### src/rtl/p2w_pkg.sv
package p2w_pkg;

  localparam int BYTE_W    = 8;
  localparam int DIV_W     = 8;
  localparam int DLY_W     = 3;
  localparam int SLOT_N    = 2 * (BYTE_W + 1);
  localparam int HALF_N    = 2 * SLOT_N + 4;
  localparam int HALF_W    = $clog2(HALF_N);
  localparam int SLOT_W    = $clog2(SLOT_N);
  localparam int RD_SLOT0  = BYTE_W + 1;
  localparam int H_BITS_LO = 1;
  localparam int H_BITS_HI = 2 * SLOT_N;
  localparam int H_STOP_LO = 2 * SLOT_N + 1;
  localparam int H_STOP_HI = 2 * SLOT_N + 2;

  localparam int OFS_CTL   = 'h00;
  localparam int OFS_CLK   = 'h04;
  localparam int OFS_IEN   = 'h08;
  localparam int OFS_IST   = 'h0C;
  localparam int OFS_RADDR = 'h10;
  localparam int OFS_XLEN  = 'h18;
  localparam int OFS_XDATA = 'h1C;
  localparam int OFS_LINE  = 'h24;

  localparam logic [7:0] ERRID_PARITY = 8'h01;
  localparam logic [7:0] ERRID_ABORT  = 8'h02;

  typedef struct packed {
    logic scl_lvl;
    logic scl_en;
    logic sda_lvl;
    logic sda_en;
  } line_ovr_t;

  function automatic logic even_par(input logic [BYTE_W-1:0] b);
    return ^b;
  endfunction

  function automatic logic [DIV_W-1:0] eff_div(input logic [DIV_W-1:0] d);
    return (d == '0) ? DIV_W'(1) : d;
  endfunction

  function automatic logic [DIV_W-1:0] eff_dly(input logic [DLY_W-1:0] dly,
                                               input logic [DIV_W-1:0] div_e);
    logic [DIV_W-1:0] wide;
    wide = DIV_W'(dly);
    return (wide >= div_e) ? div_e - DIV_W'(1) : wide;
  endfunction

endpackage

### src/rtl/p2w_timebase.sv
module p2w_timebase
  import p2w_pkg::*;
(
  input  logic              clk,
  input  logic              rst_n,
  input  logic              clr,
  input  logic              go,
  input  logic [DIV_W-1:0]  div_raw,
  output logic              active,
  output logic [HALF_W-1:0] half_idx,
  output logic [DIV_W-1:0]  hcnt,
  output logic              half_end,
  output logic              frame_end
);

  logic [DIV_W-1:0] div_q;

  assign half_end  = active && (hcnt == div_q - DIV_W'(1));
  assign frame_end = half_end && (half_idx == HALF_W'(HALF_N - 1));

  always_ff @(posedge clk or negedge rst_n) begin
    if (!rst_n) begin
      active   <= 1'b0;
      half_idx <= '0;
      hcnt     <= '0;
      div_q    <= DIV_W'(1);
    end else if (clr) begin
      active   <= 1'b0;
      half_idx <= '0;
      hcnt     <= '0;
    end else if (go && !active) begin
      active   <= 1'b1;
      half_idx <= '0;
      hcnt     <= '0;
      div_q    <= eff_div(div_raw);
    end else if (active) begin
      if (half_end) begin
        hcnt <= '0;
        if (frame_end) begin
          active   <= 1'b0;
          half_idx <= '0;
        end else begin
          half_idx <= half_idx + HALF_W'(1);
        end
      end else begin
        hcnt <= hcnt + DIV_W'(1);
      end
    end
  end

endmodule

### src/rtl/p2w_frame.sv
module p2w_frame
  import p2w_pkg::*;
(
  input  logic              clk,
  input  logic              rst_n,
  input  logic              clr,
  input  logic              go,
  input  logic              active,
  input  logic [HALF_W-1:0] half_idx,
  input  logic [DIV_W-1:0]  hcnt,
  input  logic [BYTE_W-1:0] addr_byte,
  input  logic [BYTE_W-1:0] data_byte,
  input  logic              is_read,
  input  logic [DIV_W-1:0]  div_raw,
  input  logic [DLY_W-1:0]  dly_raw,
  input  logic              sda_in,
  output logic              scl_eng,
  output logic              sda_eng,
  output logic              oe_eng,
  output logic              rd_mode,
  output logic [BYTE_W-1:0] rx_byte,
  output logic              rx_bad,
  output logic              in_bits,
  output logic              sample_evt
);

  logic [SLOT_N-1:0] frame_q;
  logic [DIV_W-1:0]  dly_q;
  logic [BYTE_W:0]   rx_q;
  logic              sda_hold;
  logic [HALF_W-1:0] hm1;
  logic [SLOT_W-1:0] slot;
  logic              low_half;
  logic              rd_slot;
  logic              tx_bit;

  assign hm1      = half_idx - HALF_W'(1);
  assign slot     = SLOT_W'(hm1 >> 1);
  assign low_half = ~hm1[0];
  assign in_bits  = active && (half_idx >= HALF_W'(H_BITS_LO)) &&
                    (half_idx <= HALF_W'(H_BITS_HI));
  assign rd_slot  = rd_mode && (slot >= SLOT_W'(RD_SLOT0));
  assign tx_bit   = frame_q[SLOT_W'(SLOT_N - 1) - slot];

  assign sample_evt = in_bits && rd_slot && !low_half && (hcnt == '0);
  assign rx_byte    = rx_q[BYTE_W:1];
  assign rx_bad     = ^rx_q;

  always_comb begin
    scl_eng = 1'b1;
    oe_eng  = 1'b1;
    sda_eng = sda_hold;
    if (!active) begin
      sda_eng = 1'b1;
    end else if (half_idx == '0) begin
      sda_eng = 1'b0;
    end else if (in_bits) begin
      scl_eng = ~low_half;
      if (rd_slot) begin
        oe_eng  = 1'b0;
        sda_eng = 1'b1;
      end else if (low_half && (hcnt >= dly_q)) begin
        sda_eng = tx_bit;
      end
    end else if (half_idx == HALF_W'(H_STOP_LO)) begin
      scl_eng = 1'b0;
      if (hcnt >= dly_q) sda_eng = 1'b0;
    end else if (half_idx == HALF_W'(H_STOP_HI)) begin
      sda_eng = 1'b0;
    end else begin
      sda_eng = 1'b1;
    end
  end

  always_ff @(posedge clk or negedge rst_n) begin
    if (!rst_n) begin
      frame_q  <= '0;
      dly_q    <= '0;
      rd_mode  <= 1'b0;
      rx_q     <= '0;
      sda_hold <= 1'b1;
    end else begin
      sda_hold <= clr ? 1'b1 : sda_eng;
      if (go && !active && !clr) begin
        frame_q <= {addr_byte, even_par(addr_byte), data_byte, even_par(data_byte)};
        dly_q   <= eff_dly(dly_raw, eff_div(div_raw));
        rd_mode <= is_read;
        rx_q    <= '0;
      end else if (sample_evt) begin
        rx_q <= {rx_q[BYTE_W-1:0], sda_in};
      end
    end
  end

endmodule

### src/rtl/p2w_regfile.sv
module p2w_regfile
  import p2w_pkg::*;
#(
  parameter int ADDR_W = 6,
  parameter int DATA_W = 32
) (
  input  logic              clk,
  input  logic              rst_n,
  input  logic              cpu_we,
  input  logic [ADDR_W-1:0] cpu_addr,
  input  logic [DATA_W-1:0] cpu_wdata,
  output logic [DATA_W-1:0] cpu_rdata,
  input  logic              busy,
  input  logic              evt_done,
  input  logic              evt_perr,
  input  logic              evt_abort,
  input  logic              evt_lwb,
  input  logic              rx_load,
  input  logic [BYTE_W-1:0] rx_byte,
  input  logic              sda_live,
  input  logic              scl_live,
  output logic              start_req,
  output logic              abort_req,
  output logic              srst,
  output logic              gie,
  output logic [2:0]        ist_bits,
  output logic [DIV_W-1:0]  div_raw,
  output logic [DLY_W-1:0]  dly_raw,
  output logic [BYTE_W-1:0] raddr,
  output logic [BYTE_W-1:0] xdata,
  output logic              rd_dir,
  output line_ovr_t         ovr,
  output logic              irq
);

  logic [2:0]        ien_q;
  logic [7:0]        errid_q;
  logic [2:0]        cnt_q;
  logic [2:0]        w1c;
  logic [2:0]        ist_set;

  function automatic logic hit(input logic we, input logic [ADDR_W-1:0] a, input int ofs);
    return we && (a == ADDR_W'(ofs));
  endfunction

  assign start_req = hit(cpu_we, cpu_addr, OFS_CTL) && cpu_wdata[7];
  assign abort_req = hit(cpu_we, cpu_addr, OFS_CTL) && cpu_wdata[6];
  assign srst      = hit(cpu_we, cpu_addr, OFS_CTL) && cpu_wdata[0];
  assign w1c       = hit(cpu_we, cpu_addr, OFS_IST) ? cpu_wdata[2:0] : 3'b000;
  assign ist_set   = {evt_lwb, evt_perr | evt_abort, evt_done};
  assign irq       = gie && |(ist_bits & ien_q);

  always_ff @(posedge clk or negedge rst_n) begin
    if (!rst_n) begin
      gie      <= 1'b0;
      ien_q    <= '0;
      ist_bits <= '0;
      errid_q  <= '0;
      div_raw  <= DIV_W'(1);
      dly_raw  <= '0;
      raddr    <= '0;
      xdata    <= '0;
      rd_dir   <= 1'b0;
      cnt_q    <= '0;
      ovr      <= '0;
    end else if (srst) begin
      gie      <= 1'b0;
      ien_q    <= '0;
      ist_bits <= '0;
      errid_q  <= '0;
      div_raw  <= DIV_W'(1);
      dly_raw  <= '0;
      raddr    <= '0;
      xdata    <= '0;
      rd_dir   <= 1'b0;
      cnt_q    <= '0;
      ovr      <= '0;
    end else begin
      ist_bits <= (ist_bits & ~w1c) | ist_set;
      if (evt_perr)       errid_q <= ERRID_PARITY;
      else if (evt_abort) errid_q <= ERRID_ABORT;
      else if (w1c[1])    errid_q <= '0;
      if (hit(cpu_we, cpu_addr, OFS_CTL)) gie <= cpu_wdata[1];
      if (hit(cpu_we, cpu_addr, OFS_IEN)) ien_q <= cpu_wdata[2:0];
      if (hit(cpu_we, cpu_addr, OFS_CLK)) begin
        div_raw <= cpu_wdata[DIV_W-1:0];
        dly_raw <= cpu_wdata[DIV_W+DLY_W-1:DIV_W];
      end
      if (hit(cpu_we, cpu_addr, OFS_RADDR)) raddr <= cpu_wdata[BYTE_W-1:0];
      if (hit(cpu_we, cpu_addr, OFS_XLEN)) begin
        rd_dir <= cpu_wdata[4];
        cnt_q  <= cpu_wdata[2:0];
      end
      if (rx_load)                               xdata <= rx_byte;
      else if (hit(cpu_we, cpu_addr, OFS_XDATA)) xdata <= cpu_wdata[BYTE_W-1:0];
      if (hit(cpu_we, cpu_addr, OFS_LINE)) ovr <= line_ovr_t'(cpu_wdata[3:0]);
    end
  end

  always_comb begin
    cpu_rdata = '0;
    case (cpu_addr)
      ADDR_W'(OFS_CTL):   cpu_rdata[7:0] = {busy, 5'b0, gie, 1'b0};
      ADDR_W'(OFS_CLK):   cpu_rdata[DIV_W+DLY_W-1:0] = {dly_raw, div_raw};
      ADDR_W'(OFS_IEN):   cpu_rdata[2:0] = ien_q;
      ADDR_W'(OFS_IST):   cpu_rdata[15:0] = {errid_q, 5'b0, ist_bits};
      ADDR_W'(OFS_RADDR): cpu_rdata[BYTE_W-1:0] = raddr;
      ADDR_W'(OFS_XLEN):  cpu_rdata[4:0] = {rd_dir, 1'b0, cnt_q};
      ADDR_W'(OFS_XDATA): cpu_rdata[BYTE_W-1:0] = xdata;
      ADDR_W'(OFS_LINE):  cpu_rdata[5:0] = {scl_live, sda_live, ovr};
      default:            cpu_rdata = '0;
    endcase
  end

endmodule

### src/rtl/p2w_master.sv
module p2w_master
  import p2w_pkg::*;
#(
  parameter int ADDR_W = 6,
  parameter int DATA_W = 32
) (
  input  logic              clk,
  input  logic              rst_n,
  input  logic              cpu_we,
  input  logic [ADDR_W-1:0] cpu_addr,
  input  logic [DATA_W-1:0] cpu_wdata,
  output logic [DATA_W-1:0] cpu_rdata,
  output logic              scl_o,
  output logic              sda_o,
  output logic              sda_oe,
  input  logic              sda_i,
  output logic              irq
);

  logic              busy, accept, clr;
  logic              start_req, abort_req, srst, gie;
  logic [2:0]        ist_bits;
  logic [DIV_W-1:0]  div_raw, hcnt;
  logic [DLY_W-1:0]  dly_raw;
  logic [BYTE_W-1:0] raddr, xdata, rx_byte;
  logic              rd_dir, rd_mode, rx_bad;
  line_ovr_t         ovr;
  logic [HALF_W-1:0] half_idx;
  logic              half_end, frame_end, in_bits, sample_evt;
  logic              scl_eng, sda_eng, oe_eng;
  logic              evt_done, evt_perr, evt_abort, evt_lwb, rx_load;
  logic              ovr_any, sda_live;

  assign accept    = start_req && !busy && !abort_req && !srst;
  assign clr       = srst || (abort_req && busy);
  assign evt_abort = abort_req && busy && !srst;
  assign evt_lwb   = start_req && busy && !srst;
  assign evt_done  = frame_end && !clr && !(rd_mode && rx_bad);
  assign evt_perr  = frame_end && !clr && rd_mode && rx_bad;
  assign rx_load   = frame_end && !clr && rd_mode;

  assign scl_o    = ovr.scl_en ? ovr.scl_lvl : scl_eng;
  assign sda_o    = ovr.sda_en ? ovr.sda_lvl : sda_eng;
  assign sda_oe   = ovr.sda_en | oe_eng;
  assign sda_live = sda_oe ? sda_o : sda_i;
  assign ovr_any  = ovr.scl_en | ovr.sda_en;

  p2w_regfile #(.ADDR_W(ADDR_W), .DATA_W(DATA_W)) u_regs (
    .clk(clk), .rst_n(rst_n),
    .cpu_we(cpu_we), .cpu_addr(cpu_addr), .cpu_wdata(cpu_wdata), .cpu_rdata(cpu_rdata),
    .busy(busy), .evt_done(evt_done), .evt_perr(evt_perr), .evt_abort(evt_abort),
    .evt_lwb(evt_lwb), .rx_load(rx_load), .rx_byte(rx_byte),
    .sda_live(sda_live), .scl_live(scl_o),
    .start_req(start_req), .abort_req(abort_req), .srst(srst), .gie(gie),
    .ist_bits(ist_bits), .div_raw(div_raw), .dly_raw(dly_raw),
    .raddr(raddr), .xdata(xdata), .rd_dir(rd_dir), .ovr(ovr), .irq(irq)
  );

  p2w_timebase u_tb (
    .clk(clk), .rst_n(rst_n), .clr(clr), .go(accept), .div_raw(div_raw),
    .active(busy), .half_idx(half_idx), .hcnt(hcnt),
    .half_end(half_end), .frame_end(frame_end)
  );

  p2w_frame u_frame (
    .clk(clk), .rst_n(rst_n), .clr(clr), .go(accept), .active(busy),
    .half_idx(half_idx), .hcnt(hcnt), .addr_byte(raddr), .data_byte(xdata),
    .is_read(rd_dir), .div_raw(div_raw), .dly_raw(dly_raw), .sda_in(sda_i),
    .scl_eng(scl_eng), .sda_eng(sda_eng), .oe_eng(oe_eng), .rd_mode(rd_mode),
    .rx_byte(rx_byte), .rx_bad(rx_bad), .in_bits(in_bits), .sample_evt(sample_evt)
  );

endmodule

### config.mk
export PLATFORM = sky130hd
export DESIGN_NAME = p2w_master
export DESIGN_NICKNAME = d
export VERILOG_FILES = /design/src/rtl/p2w_pkg.sv /design/src/rtl/p2w_timebase.sv /design/src/rtl/p2w_frame.sv /design/src/rtl/p2w_regfile.sv /design/src/rtl/p2w_master.sv
export SDC_FILE = /design/constraint.sdc
export NUM_CORES = 1
export LEC_CHECK = 0
export BUFFER_PORTS_ARGS = -buffer_cell sky130_fd_sc_hd__buf_2
export CAP_MARGIN = 20
export CORE_UTILIZATION = 55
export CTS_BUF_LIST = sky130_fd_sc_hd__clkbuf_8
export DETAILED_ROUTE_END_ITERATION = 16
export GPL_ROUTABILITY_DRIVEN = 0
export PLACE_DENSITY = 0.76
export SETUP_SLACK_MARGIN = 0.1
export SKIP_CTS_REPAIR_TIMING = 1
export SYNTH_ARGS = -nofsm -noshare
export SYNTH_HDL_FRONTEND = slang
export SYNTH_SLANG_ARGS = --single-unit
### constraint.sdc
create_clock -name clk -period 3.6 [get_ports clk]
set_clock_uncertainty 0.1 [all_clocks]
set_input_delay 0.18 -clock clk [delete_from_list [all_inputs] [get_ports clk]]
set_output_delay 0.18 -clock clk [all_outputs]
set_load 0.02 [all_outputs]
==> run metrics, run 1 <==
Die Footprint=12000 um^2; post-route ant nets=0; Slowest-stage cell, CP=dfrtp_2; P_sw=1340 uW; largest net degree at the start of global routing=87; Final setup viols=0; vias in the first global route=4946; CTS root buffer=clkbuf_8; Worst EP arrival=3.23 ns; first-pass GRT wire length=25300 um; hpwl dp=11000 um; # port buffers=35; flip-flop and latch area=2610 um^2; largest area contributor in the netlist=dfrtp_1; total gr overflow=0; Slew Viols, Final=0; share of the synthesized area in the top cell type=39.9%; Post-Synthesis Cells=673; Area after DPL=6520 um^2; share of cells above drive strength 1=17.6%; top cells by area, synth=dfrtp_1 40%, mux2i_1 4.9%, nand2_1 4.7%; post-synthesis area per instance=9.42 um^2; detailed router's first-iteration violation count=318; Tcrit/Tclk final=97.6%; ant diodes=0; synthesis-to-layout area growth=9.93%; sequential area share after synthesis=41.1%; share of async-settable or async-resettable flops after synthesis=100%; # clock sinks=104; I/O Pins=78; crit-path max FO=7; Int Pwr=2120 uW; H-tree depth=3; die height=109 um; clock power share=21.9%; status=completed; Initial DRT Pass Iterations=5; crit path from=u_tb.half_idx[1]; Worst EP required=3.32 ns; Rel. slew slack=40.7%; vias=5161; layout filler cell count=875; flop-to-flop setup slack=0.62 ns; Hold Path Class=in -> reg; Netlist cell types=67; DIE WIDTH=109 um; sequential share of power=43.4%; switching part of the total=38.7%; number of synthesized flops with an enable pin=0; worst skew pair latency=0.40 ns; # DRC=0; Hold Startpoint=cpu_wdata[2]; worst r2r src=u_tb.half_idx[1]; ys flop type=dfrtp_1; most frequent cells in the layout=100 x dfrtp_1, 79 x nand2_1, 59 x nor2_1, 39 x a21oi_1, 34 x buf_2; Inserted Clock Buffers=9; RSZ-0062 raised after global routing=true; Cell Area, Synth=6340 um^2; gr usage total=28.0%; CTS tree=built; Max Freq=285 MHz; endpoints failing hold=0; Setup Crit Path Kind=reg -> out; Core ar.=11000 um^2; Peak VDD IR=390 uV; Max stage delay on crit path=0.48 ns; post-synthesis register bit count=104; Max clock buf depth=2; Clock Pin Slew Worst Setup and Hold Paths=0.12 ns; Pwr per Cell Area=496 nW/um^2; nets=769; Max-cap violations=0; Critical Path, Cell by Cell=inv_4, ha_4, buf_4, nor3b_2, xor2_1, nand2_1, o21ai_2, nand4_1, or3_4, o21ai_0, o31ai_2, buf_2; DR vias/cell=6.07; commonest non-fill, non-tap cell in the layout=dfrtp_1; routed wire length=15700 um; Rows=38; Final Cell Area=6970 um^2; Setup crit end kind=output pin; yosys warns=0; Final min period=3.51 ns; initial antenna violation count=0; Worst Setup Start Kind=register; Comb pwr share=34.7%; drt wl/cell=18.5 um; static leakage=0.00320 uW; setup TNS=0 ns; starting density of the core=57.5%; Worst-Margin Slew=0.882 ns; Multi-input gate area=3470 um^2
==> sequential cells by signal, summed over array words and instances, names as in the netlist, 2 cells and up <==
register	cells
u_tb.div_q	8
u_regs.ist_bits	3
u_frame.frame_q	18
u_regs.dly_raw	3
u_regs.cnt_q	3
u_tb.half_idx	6
u_tb.hcnt	8
u_regs.ien_q	3
u_frame.dly_q	8
u_frame.rx_q	9
u_regs.xdata	8
u_regs.div_raw	8
u_regs.ovr	4
u_regs.errid_q	2
u_regs.raddr	8
==> cell families (layout without fill, tap and decap cells) <==
group | after synthesis | in the layout | synth area share, %
and+or+nand+nor | 237 | 237 | 18.2
AOI/OAI and AO/OA | 119 | 119 | 12.4
DFF | 104 | 104 | 41.1
buffers and inverters | 85 | 102 | 6.77
muxes | 59 | 59 | 10.6
xor gates and xnor gates | 46 | 46 | 6.59
adders and majority gates | 22 | 22 | 4.34
other | 1 | 21 | 0.0591
==> cell usage after synthesis, drive strengths merged, types with 6 or more instances <==
master,instances
dfrtp,101
nand2,79
nor2,61
a21oi,40
buf,33
mux2i,31
xnor2,29
inv,28
o21ai,27
clkbuf,24
mux2,24
nand3,24
ha,22
xor2,17
and3,11
nand4,10
nor4,9
a211oi,8
nor3,8
and2,7
a22oi,6
==> power by group through the flow <==
stage                     Sequential [uW]  Combinational [uW]  Clock, uW
after CTS                            1480                1080        777
after global placement               1500                1020          0
after floorplan                      1430                 854          0
after global routing                 1510                1330        810
after detailed placement             1500                1070          0
final                                1500                1200        756
==> area by class of cell <==
class,count,area share [%]
repair buffers,58,5.69
clock inverters,7,1.24
flip-flops and latches,104,37.4
well taps,140,2.51
inverters,28,1.54
clock buffers,9,1.78
multi-input cells,504,49.8
==> per-layer routing <==
layer  GRT usage (%)  part of all wire (%)  vias to the layer above
li1                -                     -                     2376
met2            46.3                    49                      239
met1            37.0                    42                     2512
met5               0                     0                        -
met3            5.39                   6.1                       34
met4            9.52                   2.6                        0
==> worst max-delay path: cells and delay by family (launching register included) <==
family / cells / cell delay, ns
adders and majority gates: 1 / 0.17
DFF: 1 / 0.48
xor gates and xnor gates: 1 / 0.24
AOI/OAI and AO/OA: 3 / 0.56
and+or+nand+nor: 4 / 0.93
buffers and inverters: 3 / 0.44
==> path summary, 6_finish.rpt <==
path | cells past startpoint | end
setup / recovery | 12 | cpu_rdata[4]
hold / removal | 3 | u_regs.div_raw[2]
setup reg to reg | 12 | u_frame.rx_q[5]
hold reg to reg | 2 | u_regs.div_raw[0]
max in group asynchronous | 4 | u_regs.div_raw[0]
min in group asynchronous | 2 | u_tb.half_idx[2]
==> per-stage QoR <==
| stage | hold slack (ns) | setup slack, ns | std cells | total power (uW) | util (%) |
|---|---|---|---|---|---|
| floorplan | -0.216 | 0.128 | 693 | 2280 | - |
| global placement | 0.318 | 0.297 | 820 | 2510 | 59.1 |
| detailed placement | 0.327 | 0.259 | 820 | 2570 | 59.1 |
| CTS | -0.0998 | -0.217 | 836 | 3340 | 61.0 |
| global route | 0.0164 | -0.0727 | 850 | 3650 | 63.2 |
| finish | 0.0130 | 0.0881 | 850 | 3460 | 63.2 |
(Power assumes the default switching activity.)
==> run 2, diff against run 1 <==
Clock period 3.6 ns to 3.3 ns, I/O delays scaled along.
==> run metrics, run 2 (synthesized netlist as in run 1, its figures left out) <==
status=complete, but fails checks; failing checks=negative hold slack, negative setup slack; Clock Pin Slew Worst Setup and Hold Paths=0.12 ns (about the same); Final min period=3.40 ns; Final Cell Area=7050 um^2 (+1.2%); hold depth=3 (unchanged); commonest non-fill, non-tap cell in the layout=dfrtp_1; H-tree depth=3 (unchanged); largest net degree at the start of global routing=63 (-28%); I/O Pins=78 (unchanged); ant diodes=0 (unchanged); Final setup viols=2 (+2); CTS root buffer=clkbuf_8; starting density of the core=57.5% (unchanged); die height=109 um (unchanged); vias=5205 (+0.85%); Slew Viols, Final=0 (unchanged); flip-flop and latch area=2610 um^2 (about the same); nets=778 (+1.2%); Largest Register=u_frame.frame_q; Largest register FFs=18 (unchanged); min setup slack post-route=-0.0966 ns (-0.185 ns); # port buffers=35 (unchanged); worst r2r src=u_tb.half_idx[0]; share of cells above drive strength 1=18.1% (+0.48 points); # clock sinks=104 (unchanged); Max clock buf depth=2 (unchanged); initial antenna violation count=0 (unchanged); CP Buf/Inv Count=4 (+1); Tcrit/Tclk final=103%; Max Freq=294 MHz; Hold EP=u_regs.div_raw[2]; Setup Crit Path Kind=reg -> out; largest registers=u_frame.frame_q (18), u_frame.rx_q (9); drt wl/cell=18.2 um (-1.6%); static leakage=0.00324 uW (+1.2%); Worst-Margin Slew=0.835 ns (-0.0470 ns); Min Hold Slack=-0.0229 ns (-0.0360 ns); Crit path max-delay family=buffers and inverters; RSZ-0062 raised after global routing=true; Rows=38 (unchanged); routed wire length=15600 um (-0.59%); flop-to-flop setup slack=0.40 ns (-0.22 ns); DR vias/cell=6.06 (-0.20%); layout filler cell count=906 (+3.5%); Rel. slew slack=43.8% (+3.2 points); Slowest-stage cell, CP=dfrtp_1; first-pass GRT wire length=25200 um (-0.33%); Area after DPL=6600 um^2 (+1.2%); gr usage total=27.9% (-0.14 points); Pwr per Cell Area=542 nW/um^2 (+9.4%); Max stage delay on crit path=0.40 ns (-0.08 ns); Setup crit end kind=output pin; Initial DRT Pass Iterations=5 (unchanged); Worst Setup Start Kind=register; Hold Path Class=in -> reg; Max-cap violations=0 (unchanged); Hold Startpoint=cpu_wdata[2]; endpoints failing hold=1 (+1); CTS tree=built; # DRC=0 (unchanged); Multi-input gate area=3500 um^2 (+0.68%); synthesis-to-layout area growth=11.2%; vias in the first global route=4951 (+0.10%); total gr overflow=0 (unchanged); hpwl dp=11200 um (+1.3%); Worst EP required=3.03 ns (-0.29 ns); detailed router's first-iteration violation count=440 (+38%); Inserted Clock Buffers=9 (unchanged); reg2reg end=u_frame.rx_q[3]; crit-path max FO=5 (-2); Worst EP arrival=3.13 ns (-0.10 ns); DIE WIDTH=109 um (unchanged); worst skew pair latency=0.41 ns (about the same); Critical Path, Cell by Cell=inv_1, ha_4, xor2_4, inv_1, ha_4, mux4_2, mux2i_1, nor4_1, nor4_1, a21oi_1, a21oi_1, buf_4, o31ai_4, buf_6; post-route ant nets=0 (unchanged); Die Footprint=12000 um^2 (unchanged); R2R cell count=12 (unchanged); Core ar.=11000 um^2 (unchanged); most frequent cells in the layout=101 x dfrtp_1, 79 x nand2_1, 59 x nor2_1, 40 x a21oi_1, 33 x buf_2; Peak VDD IR=259 uV (-34%)
[run 2: changes by cell type in the layout (fill, tap and decap cells not counted), sizes merged]
| cell | before | now |
|---|---|---|
| buf | 49 | 56 |
| dlygate4sd3 | 9 | 11 |
| clkinv | 4 | 3 |
| clkinvlp | 0 | 1 |
[run 2: worst min-delay path, delay by kind of cell]
kind,cells,cell delay [ns]
buf+inv,1,0.17
simple gates,1,0.07
compound gates,1,0.05
[run 2: power by group]
group	switching, uW	total, uW	internal, uW
Combinational	737	1380	645
Clock	526	830	304
Sequential	202	1610	1410
Total	1460	3820	2360
[run 2: stage by stage]
| step | power [uW] | utilization (%) | setup TNS [ns] | setup slack, ns | std cells |
|---|---|---|---|---|---|
| 6_report | 3820 | 63.9 | -0.185 | -0.0966 | 859 |
| 3_5_place_dp | 2860 | 59.8 | 0 | 0.0492 | 827 |
| 4_1_cts | 3690 | 61.7 | -0.651 | -0.406 | 843 |
| 3_3_place_gp | 2800 | 59.8 | 0 | 0.135 | 827 |
| 2_1_floorplan | 2500 | - | 0 | 0.135 | 693 |
| 5_1_grt | 4040 | 63.9 | -0.610 | -0.309 | 859 |
[run 2: layer usage]
metal  routed length, um  track usage (%)  share of wire, %
met2                7600             46.5                49
met5                   0                0                 0
met1                6580             36.4                42
met4                 461             10.5               2.9
met3                 984             4.86               6.3
[run 2: worst max path at each step]
| stage | startpoint | endpoint | slack, ns | cells past startpoint |
|---|---|---|---|---|
| 2_1_floorplan | u_tb.half_idx[0] | sda_o | 0.14 | 13 |
| 3_3_place_gp | u_tb.half_idx[1] | cpu_rdata[4] | 0.13 | 14 |
| 3_5_place_dp | u_tb.half_idx[1] | cpu_rdata[4] | 0.05 | 12 |
| 4_1_cts | u_tb.half_idx[1] | cpu_rdata[4] | -0.41 | 12 |
| 5_1_grt | u_tb.half_idx[0] | cpu_rdata[4] | -0.31 | 14 |
| 6_report | u_tb.half_idx[0] | cpu_rdata[4] | -0.1 | 14 |
[run 2: layout make-up]
cell class,count,area share (%)
inverters,28,1.49
well taps,140,2.48
clock buffers,9,1.76
flip-flops and latches,104,37.0
multi-input cells,504,49.6
repair buffers,67,6.51
clock inverters,7,1.21
